## src/rtl/bkupPkg.sv

```systemverilog
package bkupPkg;
  // Strobes passed from the control side to the datapath
  typedef struct packed {
    logic capture;  // latch the incoming write into the pending slot
    logic commit;   // move the pending slot into the selected register
  } bkupStrb_t;
endpackage

```

## src/rtl/bkupCtl.sv

```systemverilog
module bkupCtl
  import bkupPkg::*;
#(
  parameter int COMMIT_CYCLES = 4
) (
  input  logic      clk,
  input  logic      rstN,
  input  logic      wrEn,
  input  logic      ctlWr,
  input  logic      ctlIrqEn,
  input  logic      ctlClr,
  output bkupStrb_t strb,
  output logic      ready,
  output logic      irqStatus,
  output logic      irq
);
  localparam int CNT_W = $clog2(COMMIT_CYCLES + 1);
  localparam logic [CNT_W-1:0] CNT_LOAD = CNT_W'(COMMIT_CYCLES - 1);

  logic             busy;
  logic [CNT_W-1:0] cnt;
  logic             irqEn;

  assign ready       = !busy;
  assign strb.capture = wrEn && !busy;
  assign strb.commit  = busy && (cnt == '0);
  assign irq          = irqStatus && irqEn;

  // Commit window: loads on an accepted write, then counts down to zero.
  always_ff @(posedge clk or negedge rstN) begin
    if (!rstN) begin
      busy <= 1'b0;
      cnt  <= '0;
    end else if (strb.capture) begin
      busy <= 1'b1;
      cnt  <= CNT_LOAD;
    end else if (busy) begin
      if (cnt == '0) busy <= 1'b0;
      else           cnt  <= cnt - CNT_W'(1);
    end
  end

  // Sticky status: the commit sets it and wins over a clear on the same edge.
  always_ff @(posedge clk or negedge rstN) begin
    if (!rstN) begin
      irqStatus <= 1'b0;
      irqEn     <= 1'b0;
    end else begin
      if (strb.commit)          irqStatus <= 1'b1;
      else if (ctlWr && ctlClr) irqStatus <= 1'b0;
      if (ctlWr)                irqEn     <= ctlIrqEn;
    end
  end

  // an accepted write pulls ready low in the following cycle
  a_r2_ready_drop: assert property (@(posedge clk) disable iff (!rstN)
    (wrEn && ready) |=> !ready);

  // ready stays low while the countdown has not reached zero
  a_r2_busy_hold: assert property (@(posedge clk) disable iff (!rstN)
    (!ready && cnt != '0) |=> !ready);

  // a write during the busy window never reloads the countdown
  a_r3_no_extend: assert property (@(posedge clk) disable iff (!rstN)
    (!ready && cnt != '0) |=> (cnt == $past(cnt) - CNT_W'(1)));

  // the status is already set in the cycle where ready rises
  a_r5_set_on_rise: assert property (@(posedge clk) disable iff (!rstN)
    $rose(ready) |-> irqStatus);

  // without a clear request the status holds
  a_r6_sticky: assert property (@(posedge clk) disable iff (!rstN)
    (irqStatus && !(ctlWr && ctlClr)) |=> irqStatus);
endmodule

```

## src/rtl/bkupDp.sv

```systemverilog
module bkupDp
  import bkupPkg::*;
#(
  parameter int NUM_REGS = 4,
  parameter int DATA_W   = 32,
  localparam int IDX_W   = $clog2(NUM_REGS)
) (
  input  logic              clk,
  input  bkupStrb_t         strb,
  input  logic [IDX_W-1:0]  wrIdx,
  input  logic [DATA_W-1:0] wrData,
  input  logic [IDX_W-1:0]  rdIdx,
  output logic [DATA_W-1:0] rdData
);
  logic [IDX_W-1:0]  pendIdx;
  logic [DATA_W-1:0] pendData;
  logic [DATA_W-1:0] bank [NUM_REGS];

  // Pending slot: no reset needed, only meaningful while a commit is open
  always_ff @(posedge clk) begin
    if (strb.capture) begin
      pendIdx  <= wrIdx;
      pendData <= wrData;
    end
  end

  // Retention storage: deliberately outside the bus reset
  for (genvar i = 0; i < NUM_REGS; i++) begin : g_reg
    always_ff @(posedge clk) begin
      if (strb.commit && pendIdx == IDX_W'(i)) bank[i] <= pendData;
    end
  end

  assign rdData = bank[rdIdx];
endmodule

```

## src/rtl/bkupRegBank.sv

```systemverilog
module bkupRegBank
  import bkupPkg::*;
#(
  parameter int NUM_REGS      = 4,
  parameter int DATA_W        = 32,
  parameter int COMMIT_CYCLES = 4,
  localparam int IDX_W        = $clog2(NUM_REGS)
) (
  input  logic              clk,
  input  logic              rstN,
  input  logic              wrEn,
  input  logic [IDX_W-1:0]  wrIdx,
  input  logic [DATA_W-1:0] wrData,
  input  logic [IDX_W-1:0]  rdIdx,
  output logic [DATA_W-1:0] rdData,
  output logic              ready,
  input  logic              ctlWr,
  input  logic              ctlIrqEn,
  input  logic              ctlClr,
  output logic              irqStatus,
  output logic              irq
);
  bkupStrb_t strb;

  bkupCtl #(.COMMIT_CYCLES(COMMIT_CYCLES)) u_ctl (
    .clk(clk), .rstN(rstN), .wrEn(wrEn),
    .ctlWr(ctlWr), .ctlIrqEn(ctlIrqEn), .ctlClr(ctlClr),
    .strb(strb), .ready(ready), .irqStatus(irqStatus), .irq(irq)
  );

  bkupDp #(.NUM_REGS(NUM_REGS), .DATA_W(DATA_W)) u_dp (
    .clk(clk), .strb(strb), .wrIdx(wrIdx), .wrData(wrData),
    .rdIdx(rdIdx), .rdData(rdData)
  );

  // the request line is never up without the status behind it
  a_r7_irq_gate: assert property (@(posedge clk) disable iff (!rstN)
    irq |-> irqStatus);
endmodule

```

## config.mk

```make
export PLATFORM = sky130hd
export DESIGN_NAME = bkupRegBank
export DESIGN_NICKNAME = d
export VERILOG_FILES = /design/src/rtl/bkupPkg.sv /design/src/rtl/bkupCtl.sv /design/src/rtl/bkupDp.sv /design/src/rtl/bkupRegBank.sv
export SDC_FILE = /design/constraint.sdc
export NUM_CORES = 1
export LEC_CHECK = 0
export ABC_AREA = 1
export BUFFER_PORTS_ARGS = -buffer_cell sky130_fd_sc_hd__buf_2
export CAP_MARGIN = 20
export CORE_MARGIN = 4
export CORE_UTILIZATION = 25
export CTS_BUF_LIST = sky130_fd_sc_hd__clkbuf_16
export CTS_CLUSTER_SIZE = 25
export DETAILED_ROUTE_END_ITERATION = 10
export SYNTH_ARGS = -nofsm -noshare
export SYNTH_HDL_FRONTEND = slang
export SYNTH_HIERARCHICAL = 1
export SYNTH_SLANG_ARGS = --single-unit
```

## constraint.sdc

```tcl
create_clock -name clk -period 7.4 [get_ports clk]
set_input_delay 0.74 -clock clk [delete_from_list [all_inputs] [get_ports clk]]
set_output_delay 0.74 -clock clk [all_outputs]
set_load 0.05 [all_outputs]
```

# Yosys cells after proc, flatten, opt, wreduce, memory -nomap -nowiden
# Memories as Yosys holds them, arrays and structs flattened.
# Index checks and enable logic that the tools add are counted.
[classes]
div_mod_pow = 0
muxes = 25
n_mul = 0
n_reduce_logical = 17
magnitude_cmp = 0
shifts = 0
n_eq_ne = 4
n_bitwise = 0
addsub = 1
[op_table]
columns = ["operator", "n"]
rows = [
  ["$mux W32", 3],
  ["$reduce_or A32 Y1", 3],
  ["$mux W1", 16],
  ["$mux W3", 3],
  ["$logic_and A1 B1 Y1", 8],
  ["$mux W2", 3],
  ["$eq A2 B2 Y1 const B", 2],
  ["$reduce_bool A2 Y1", 2],
  ["$logic_not A3 Y1", 1],
  ["$sub A3 B1 Y3 const B", 1],
  ["$eq A2 B1 Y1 const B", 1],
  ["$logic_not A2 Y1", 1],
  ["$ne A2 B2 Y1 const B", 1],
  ["$reduce_and A2 Y1", 1],
  ["$logic_not A1 Y1", 1],
]
[word_totals]
mem_bits_rw = 128
elab_cells = 54
latchBits = 0
romBits = 0
n_memories = 1
register_bits = 40
[memory_table]
columns = ["name", "words", "word_bits", "rd", "rd_clocked_by_memory_dff", "wr", "line_no", "text"]
rows = [
  ["u_dp.bank", 4, 32, 1, 0, 1, "bkupDp.sv:17", "logic [DATA_W-1:0] bank [NUM_REGS];"],
]

# Longest topological paths before layout
# Gate-level depths: netlist of the first run.
[depth]
word_depth = 9
mapped_depth = 7
ltp_nobuf = 7

# Hierarchy
# The synthesis of the first run kept the hierarchy.
[by_module_without_submodules]
columns = ["module", "seq_area_each_um2", "area_per_inst_um2", "cells_each", "instances"]
rows = [
  ["bkupDp", 4864.7, 6458.7, 543, 1],
  ["bkupCtl", 150.1, 302.8, 37, 1],
]

# Worst setup path after synthesis of the first run
# OpenSTA, ideal clock, no wires.
[synth_timing]
kind = "reg2reg"
start = "reg u_ctl.cnt[0]"
end = "mem u_dp.bank[0][0], enable pin"
slack_ns = 3.859
setup_ns = 0.461
path_stages_with_launch = 8
arrival_time_ns = 3.080
n_path_buf = 0
t_required_ns = 6.939
period_less_slack_ns = 3.541
cell_sequence = "dfrtp_1 inv_1 ha_1 ha_1 nand2_1 inv_1 inv_1 nor3_1"
[synth_lines]
columns = ["element", "line_no", "text"]
rows = [
  ["from (decl)", "bkupCtl.sv:21", "logic [CNT_W-1:0] cnt;"],
  ["from (signal assigned)", "bkupCtl.sv:39", "else cnt <= cnt - CNT_W'(1);"],
  ["to (decl)", "bkupDp.sv:17", ""],
]

# Worst setup path in the final report of the first run
[layout_timing]
start = "in rdIdx[0]"
end = "out rdData[22]"
[layout_via]
elab_chain_cells = 1
[layout_lines]
columns = ["element", "line_no", "text"]
rows = [
  ["from (decl)", "bkupRegBank.sv:14", "input logic [IDX_W-1:0] rdIdx,"],
  ["$mem_v2 Z4 W32", "n/a", ""],
  ["to (decl)", "bkupRegBank.sv:15", "output logic [DATA_W-1:0] rdData,"],
]
# Every way passes these cells.

==> results of run 1 <==
## metal layers
metal | GRT usage | up-vias | share of wire
met2 | 0.1427 | 75 | 0.45
met5 | 0 | - | 0
met1 | 0.1168 | 1745 | 0.47
met3 | 0.03201 | 22 | 0.056
li1 | - | 2003 | -
met4 | 0.04409 | 0 | 0.021
## cells in the final DEF, fill, tap and decap left out, types with 4 or more instances in the layout
cell type and n:
buf_2 76, buf_4 6, clkbuf_16 17, dfrtp_1 6, edfxtp_1 162, inv_1 140
inv_6 4, nand2_1 171, nand3_1 69, nor3_2 4
## flip-flops by register name, indices dropped and copies added (netlist names)
| register | count |
|---|---|
| u_ctl/irqEn | 1 |
| u_dp/pendData | 32 |
| u_ctl/cnt | 3 |
| u_dp/pendIdx | 2 |
| u_dp/bank | 128 |
| u_ctl/irqStatus | 1 |
| u_ctl/busy | 1 |
## stage by stage
step / instances / setup slack (ns) / hold slack, ns
final: 1010 / 3.891 / 0.1328
after global routing: 1010 / 3.701 / 0.1232
after CTS: 1010 / 3.796 / 0.1146
after detailed placement: 978 / 3.793 / 0.4696
after global placement: 977 / 3.824 / 0.4637
after floorplan: 580 / 3.859 / 0.4444
## cell families after synthesis
group / synth area share
compound gates: 0.0007395
fa+ha+maj: 0.003700
buf+inv: 0.1021
flops: 0.7417
simple gates: 0.1517
## worst register-to-register path, delay by kind of cell (launching register included)
kind	cells	cell delay, ns
buf+inv	4	0.70
fa+ha+maj	2	0.29
simple gates	2	0.19
flops	1	0.38
## layout make-up
| type | instances | area share |
|---|---|---|
| timing repair buffer | 83 | 0.05593 |
| inverter | 143 | 0.06629 |
| clock buffer | 17 | 0.05253 |
| sequential | 168 | 0.6193 |
| clock inverter | 15 | 0.02132 |
| multi-input combinational | 249 | 0.1329 |
| tap | 335 | 0.05176 |
## power by group through the flow
| stage | clock network (W) | logic (W) | registers [W] |
|---|---|---|---|
| CTS | 0.000918 | 0.000313 | 0.00122 |
| detailed placement | 0 | 0.000313 | 0.00124 |
| floorplan | 0 | 0.000215 | 0.00123 |
| finish | 0.000893 | 0.000303 | 0.00122 |
| global route | 0.000957 | 0.000340 | 0.00123 |
| global placement | 0 | 0.000308 | 0.00124 |
## worst max-delay path by stage
stage / start / to / slack, ns / depth (start not counted)
finish: rdIdx[0] / rdData[22] / 3.89 / 8
global route: rdIdx[0] / rdData[21] / 3.70 / 8
CTS: rdIdx[0] / rdData[31] / 3.80 / 8
detailed placement: rdIdx[0] / rdData[31] / 3.79 / 8
global placement: rdIdx[0] / rdData[17] / 3.82 / 7
floorplan: u_ctl/cnt[0] / u_dp/bank[0][0] / 3.86 / 7
==> impl_metrics.toml, run 1 <==
[timing]
finalSetupTns_ns = 0
layout_min_cycle_time_ns = 3.509
slew_headroom = 0.4590
skew_ns = 0.008289
rsz0062_at_grt = "false"
tightest_slew_ns = 0.8103
finalSetupViolCount = 0
maxSlewViolCount = 0
finalHoldViolCount = 0
max_freq_mhz = 285.0
post-route-period-util = 0.4742

[routing]
routed_wl_um = 13360
post_drt_wl_per_cell_um = 13.23
drt_iter0_markers = 200
ant_nets = 0
drc = 0
drtPass1Iterations = 5
vias = 3845
via_per_inst = 3.807

[placement]
place_hpwl_um = 8209
place_congestion = 0.7253
dpl-instance-area_mm2 = 0.007500
portBuffers = 76

[grt]
grt_max_degree = 66
grt_use_total = 0.09259
grt.overflow.total = 0
grt_pass1_vias = 3794
antenna_found_initial = 0
grt_pass1_wl_um = 20420

[power]
power_switching_w = 0.0006378
vdd_drop_max_mv = 0.1525
p_leak_nw = 3.560
p_comb_frac = 0.126
power.total_w = 0.002414
seq_power_share = 0.504
switching_share = 0.2642
pwr-share-clk = 0.370
intPower_w = 0.001776
powerDensity_mw_per_mm2 = 298.1

[floorplan]
start_util = 0.2566
coreArea_mm2 = 0.02635
row_count = 59
die_area_mm2 = 0.02974
fp.dieH_um = 172.5
io_pins = 77
die_w_um = 172.5

[logic_synthesis]
avgSynthCellArea_um2 = 11.66
yosysSeqAreaShare = 0.7417
syn_nets = 624
synth.top_cells.by_area = "edfxtp_1 (72%), nand2_1 (9.5%), inv_1 (7.8%)"
netlist-cell-type-count = 14
synth_edf_count = 162
synth-main-ff-cell = "edfxtp_1"
ys.warnings.count = 6
syn_inst = 580
ys_async_sr_fraction = 0.03571
ys_seq_elements = 168
netlist_area_mm2 = 0.006761
synth_area_leader_cell = "edfxtp_1"
synth_most_common_cell = "nand2_1"
yosys-top-cells-count = "nand2_1 (171), edfxtp_1 (162), inv_1 (141), nand3_1 (69), buf_2 (9)"
netlist.area_leader.share = 0.7195

[critical_path]
critical-path-top-delay-family = "buffers and inverters"
start_kind = "input port"
path_cells = "buf_2, buf_4, inv_2, buf_16, nand2_1, nand3_1, nand2_1, buf_2"
crit_fanout = 65
end_kind = "output port"
criticalPathCategory = "in -> out"
r2r_cells = 8
r2r_start = "u_ctl/cnt[0]"
r2r_end = "u_dp/bank[0][21]"
critical_path_arrival_ns = 2.77
worst-path-buf-inv = 5
reg2reg_slack_ns = 5.46
cp_slowest_cell = "buf_4"
cpPeakStageDelay_ns = 0.56
cp.required_ns = 6.66

[clock_network]
cts_hold_buf = 0
clock_latency_ns = 0.42
post-cts-setup-buffer-count = 0
cts.root.buffer_cell = "clkbuf_16"
cts_tree = "yes"
cts.clk_slew.worst_paths_ns = 0.06
htreeDepth = 4
cts_sinks = 168
cts_resized = 0
numCtsBuffers = 17
clk_path_buf_depth = 2

[final_layout]
final_design_area_no_fill_mm2 = 0.008098
fill_cells = 2597
drive_gt1_frac = 0.1778
antennaDiodeCount = 0
nets = 706
area_growth_pct = 19.76
final_util = 0.3073
multi_input_area_mm2 = 0.001076
seqCellArea_mm2 = 0.005015

[hold_path]
hold_class = "in -> async"

[outcome]
status = "finished clean"

[run]
drv_cap = 0
Power figures use the tool's default switching activity.
==> run 2, diff against run 1 <==
==> constraint.sdc (replaced) <==
create_clock -name clk -period 3.56 [get_ports clk]
set_input_delay 0.356 -clock clk [delete_from_list [all_inputs] [get_ports clk]]
set_output_delay 0.356 -clock clk [all_outputs]
set_load 0.05 [all_outputs]
==> impl_metrics.toml, run 2 (synthesis results as in run 1) <==
[outcome]
status = "finished clean"

[grt]
antenna_found_initial = 0
grt_pass1_vias = 3847
grt_pass1_wl_um = 20930
grt_max_degree = 65
grt_use_total = 0.09311
grt.overflow.total = 0

[clock_network]
cts.root.buffer_cell = "clkbuf_16"
clock_latency_ns = 0.42
htreeDepth = 4
cts_sinks = 168
cts.clk_slew.worst_paths_ns = 0.07
clk_path_buf_depth = 2
cts_tree = "yes"
numCtsBuffers = 17

[final_layout]
antennaDiodeCount = 0
area_growth_pct = 19.74
fill_cells = 2588
layout_commonest_cell = "nand2_1"
regMostFlops = "u_dp/bank"
largest_reg_flops = 128
nets = 710
mostFrequentLayoutCells = "nand2_1 (171), edfxtp_1 (162), inv_1 (140)"
top_regs = "u_dp/bank (128), u_dp/pendData (32), u_ctl/cnt (3)"
finalNonFillerCells = 1014
drive_gt1_frac = 0.1856

[critical_path]
criticalPathCategory = "in -> out"
cp.required_ns = 3.20
path_cells = "buf_2, inv_2, buf_4, nand2_1, nand3_1, nand2_1, buf_2"
end_kind = "output port"
cp_slowest_cell = "buf_4"
critical_path_arrival_ns = 1.72
critical-path-top-delay-family = "buffers and inverters"
cpPeakStageDelay_ns = 0.48
crit_fanout = 46
worst-path-buf-inv = 4
start_kind = "input port"

[routing]
drt_iter0_markers = 215
post_drt_wl_per_cell_um = 13.16
via_per_inst = 3.827
vias = 3881
drtPass1Iterations = 5
drc = 0
ant_nets = 0
routed_wl_um = 13340

[power]
switching_share = 0.2796
intPower_w = 0.003580
seq_power_share = 0.508
vdd_drop_max_mv = 0.4136
p_leak_nw = 3.564
p_comb_frac = 0.129
power_switching_w = 0.001390
powerDensity_mw_per_mm2 = 613.7
pwr-share-clk = 0.363

[placement]
place_congestion = 0.6739
dpl.cell_count = 981
place_hpwl_um = 8041
portBuffers = 76

[timing]
slew_headroom = 0.4352
skew_ns = 0.007447
finalHoldViolCount = 0
finalSetupTns_ns = 0
tightest_slew_ns = 0.8460
finalSetupViolCount = 0
max_freq_mhz = 481.3
post-route-period-util = 0.5836
rsz0062_at_grt = "false"
maxSlewViolCount = 0
layout_min_cycle_time_ns = 2.078

[floorplan]
coreArea_mm2 = 0.02635
start_util = 0.2566
die_area_mm2 = 0.02974
die_w_um = 172.5
fp.dieH_um = 172.5
io_pins = 77
row_count = 59

[run]
drv_cap = 0

[hold_path]
hold_class = "in -> reg"
## run 2: cell count changes in the layout (fill, tap and decap cells not counted), moves of 2 or more
cell and change:
buf_4 +4, clkinv_1 -3, inv_8 +3, bufinv_16 -2
## run 2: through the flow
| step | hold WS [ns] | setup WS [ns] | total power, W | utilization | cell area (µm²) |
|---|---|---|---|---|---|
| finish | 0.1067 | 1.482 | 0.004969 | 0.3072 | 8097 |
| detailed placement | 0.1978 | 1.413 | 0.003228 | 0.2847 | 7502 |
| CTS | 0.08184 | 1.410 | 0.005049 | 0.3072 | 8097 |
| global placement | 0.1978 | 1.447 | 0.003211 | 0.2847 | 7502 |
| global route | 0.07951 | 1.304 | 0.005214 | 0.3072 | 8097 |
| floorplan | 0.06041 | 0.01935 | 0.003010 | - | 6761 |
## run 2: path summary, 6_finish.rpt
kind	slack (ns)	cells after the start	start	end
max	1.48	7	rdIdx[0]	rdData[31]
max reg2reg	1.55	8	u_ctl/cnt[0]	u_dp/bank[1][22]
min reg2reg	0.48	2	u_ctl/cnt[1]	u_ctl/cnt[1]
min	0.11	1	wrData[15]	u_dp/pendData[15]
min in group asynchronous	0.28	2	rstN	u_ctl/cnt[1]
max in group asynchronous	3.13	2	rstN	u_ctl/cnt[0]
## run 2: cell type report
class | count | area, µm² | area share
multi-input cells | 249 | 1076 | 0.1329
flip-flops and latches | 168 | 5015 | 0.6194
clock buffers | 17 | 425.4 | 0.05254
inverters | 143 | 536.8 | 0.06630
clock inverters | 15 | 158.9 | 0.01963
well taps | 335 | 419.2 | 0.05177
repair buffers | 87 | 465.4 | 0.05749
## run 2: power groups by stage
stage | sequential, W | combinational (W) | clock (W)
4_1_cts | 0.00253 | 0.000659 | 0.00186
3_3_place_gp | 0.00256 | 0.000646 | 0
3_5_place_dp | 0.00257 | 0.000657 | 0
5_1_grt | 0.00255 | 0.000716 | 0.00195
6_report | 0.00253 | 0.000640 | 0.00180
2_1_floorplan | 0.00256 | 0.000446 | 0
## run 2: per-layer routing
layer,vias up,wire length [µm],part of all wire,track usage
li1,2007,-,-,-
met1,1798,6177,0.46,0.1186
met2,63,6425,0.48,0.1539
met3,13,556,0.042,0.02401
met4,0,184,0.014,0.03281
met5,-,0,0,0
## run 2: what timing repair did
item	in CTS	in global routing
hold buffers	1	0
resized for setup	0	0
setup buffers	0	0
endpoints found under the hold margin	6	0
## run 2: worst register-to-register path: cells and delay by family (launching register included)
kind | cells | cell delay [ns]
flip-flops | 1 | 0.38
AND/OR/NAND/NOR | 2 | 0.21
adder cells (fa/ha/maj) | 2 | 0.31
buffers and inverters | 4 | 0.73
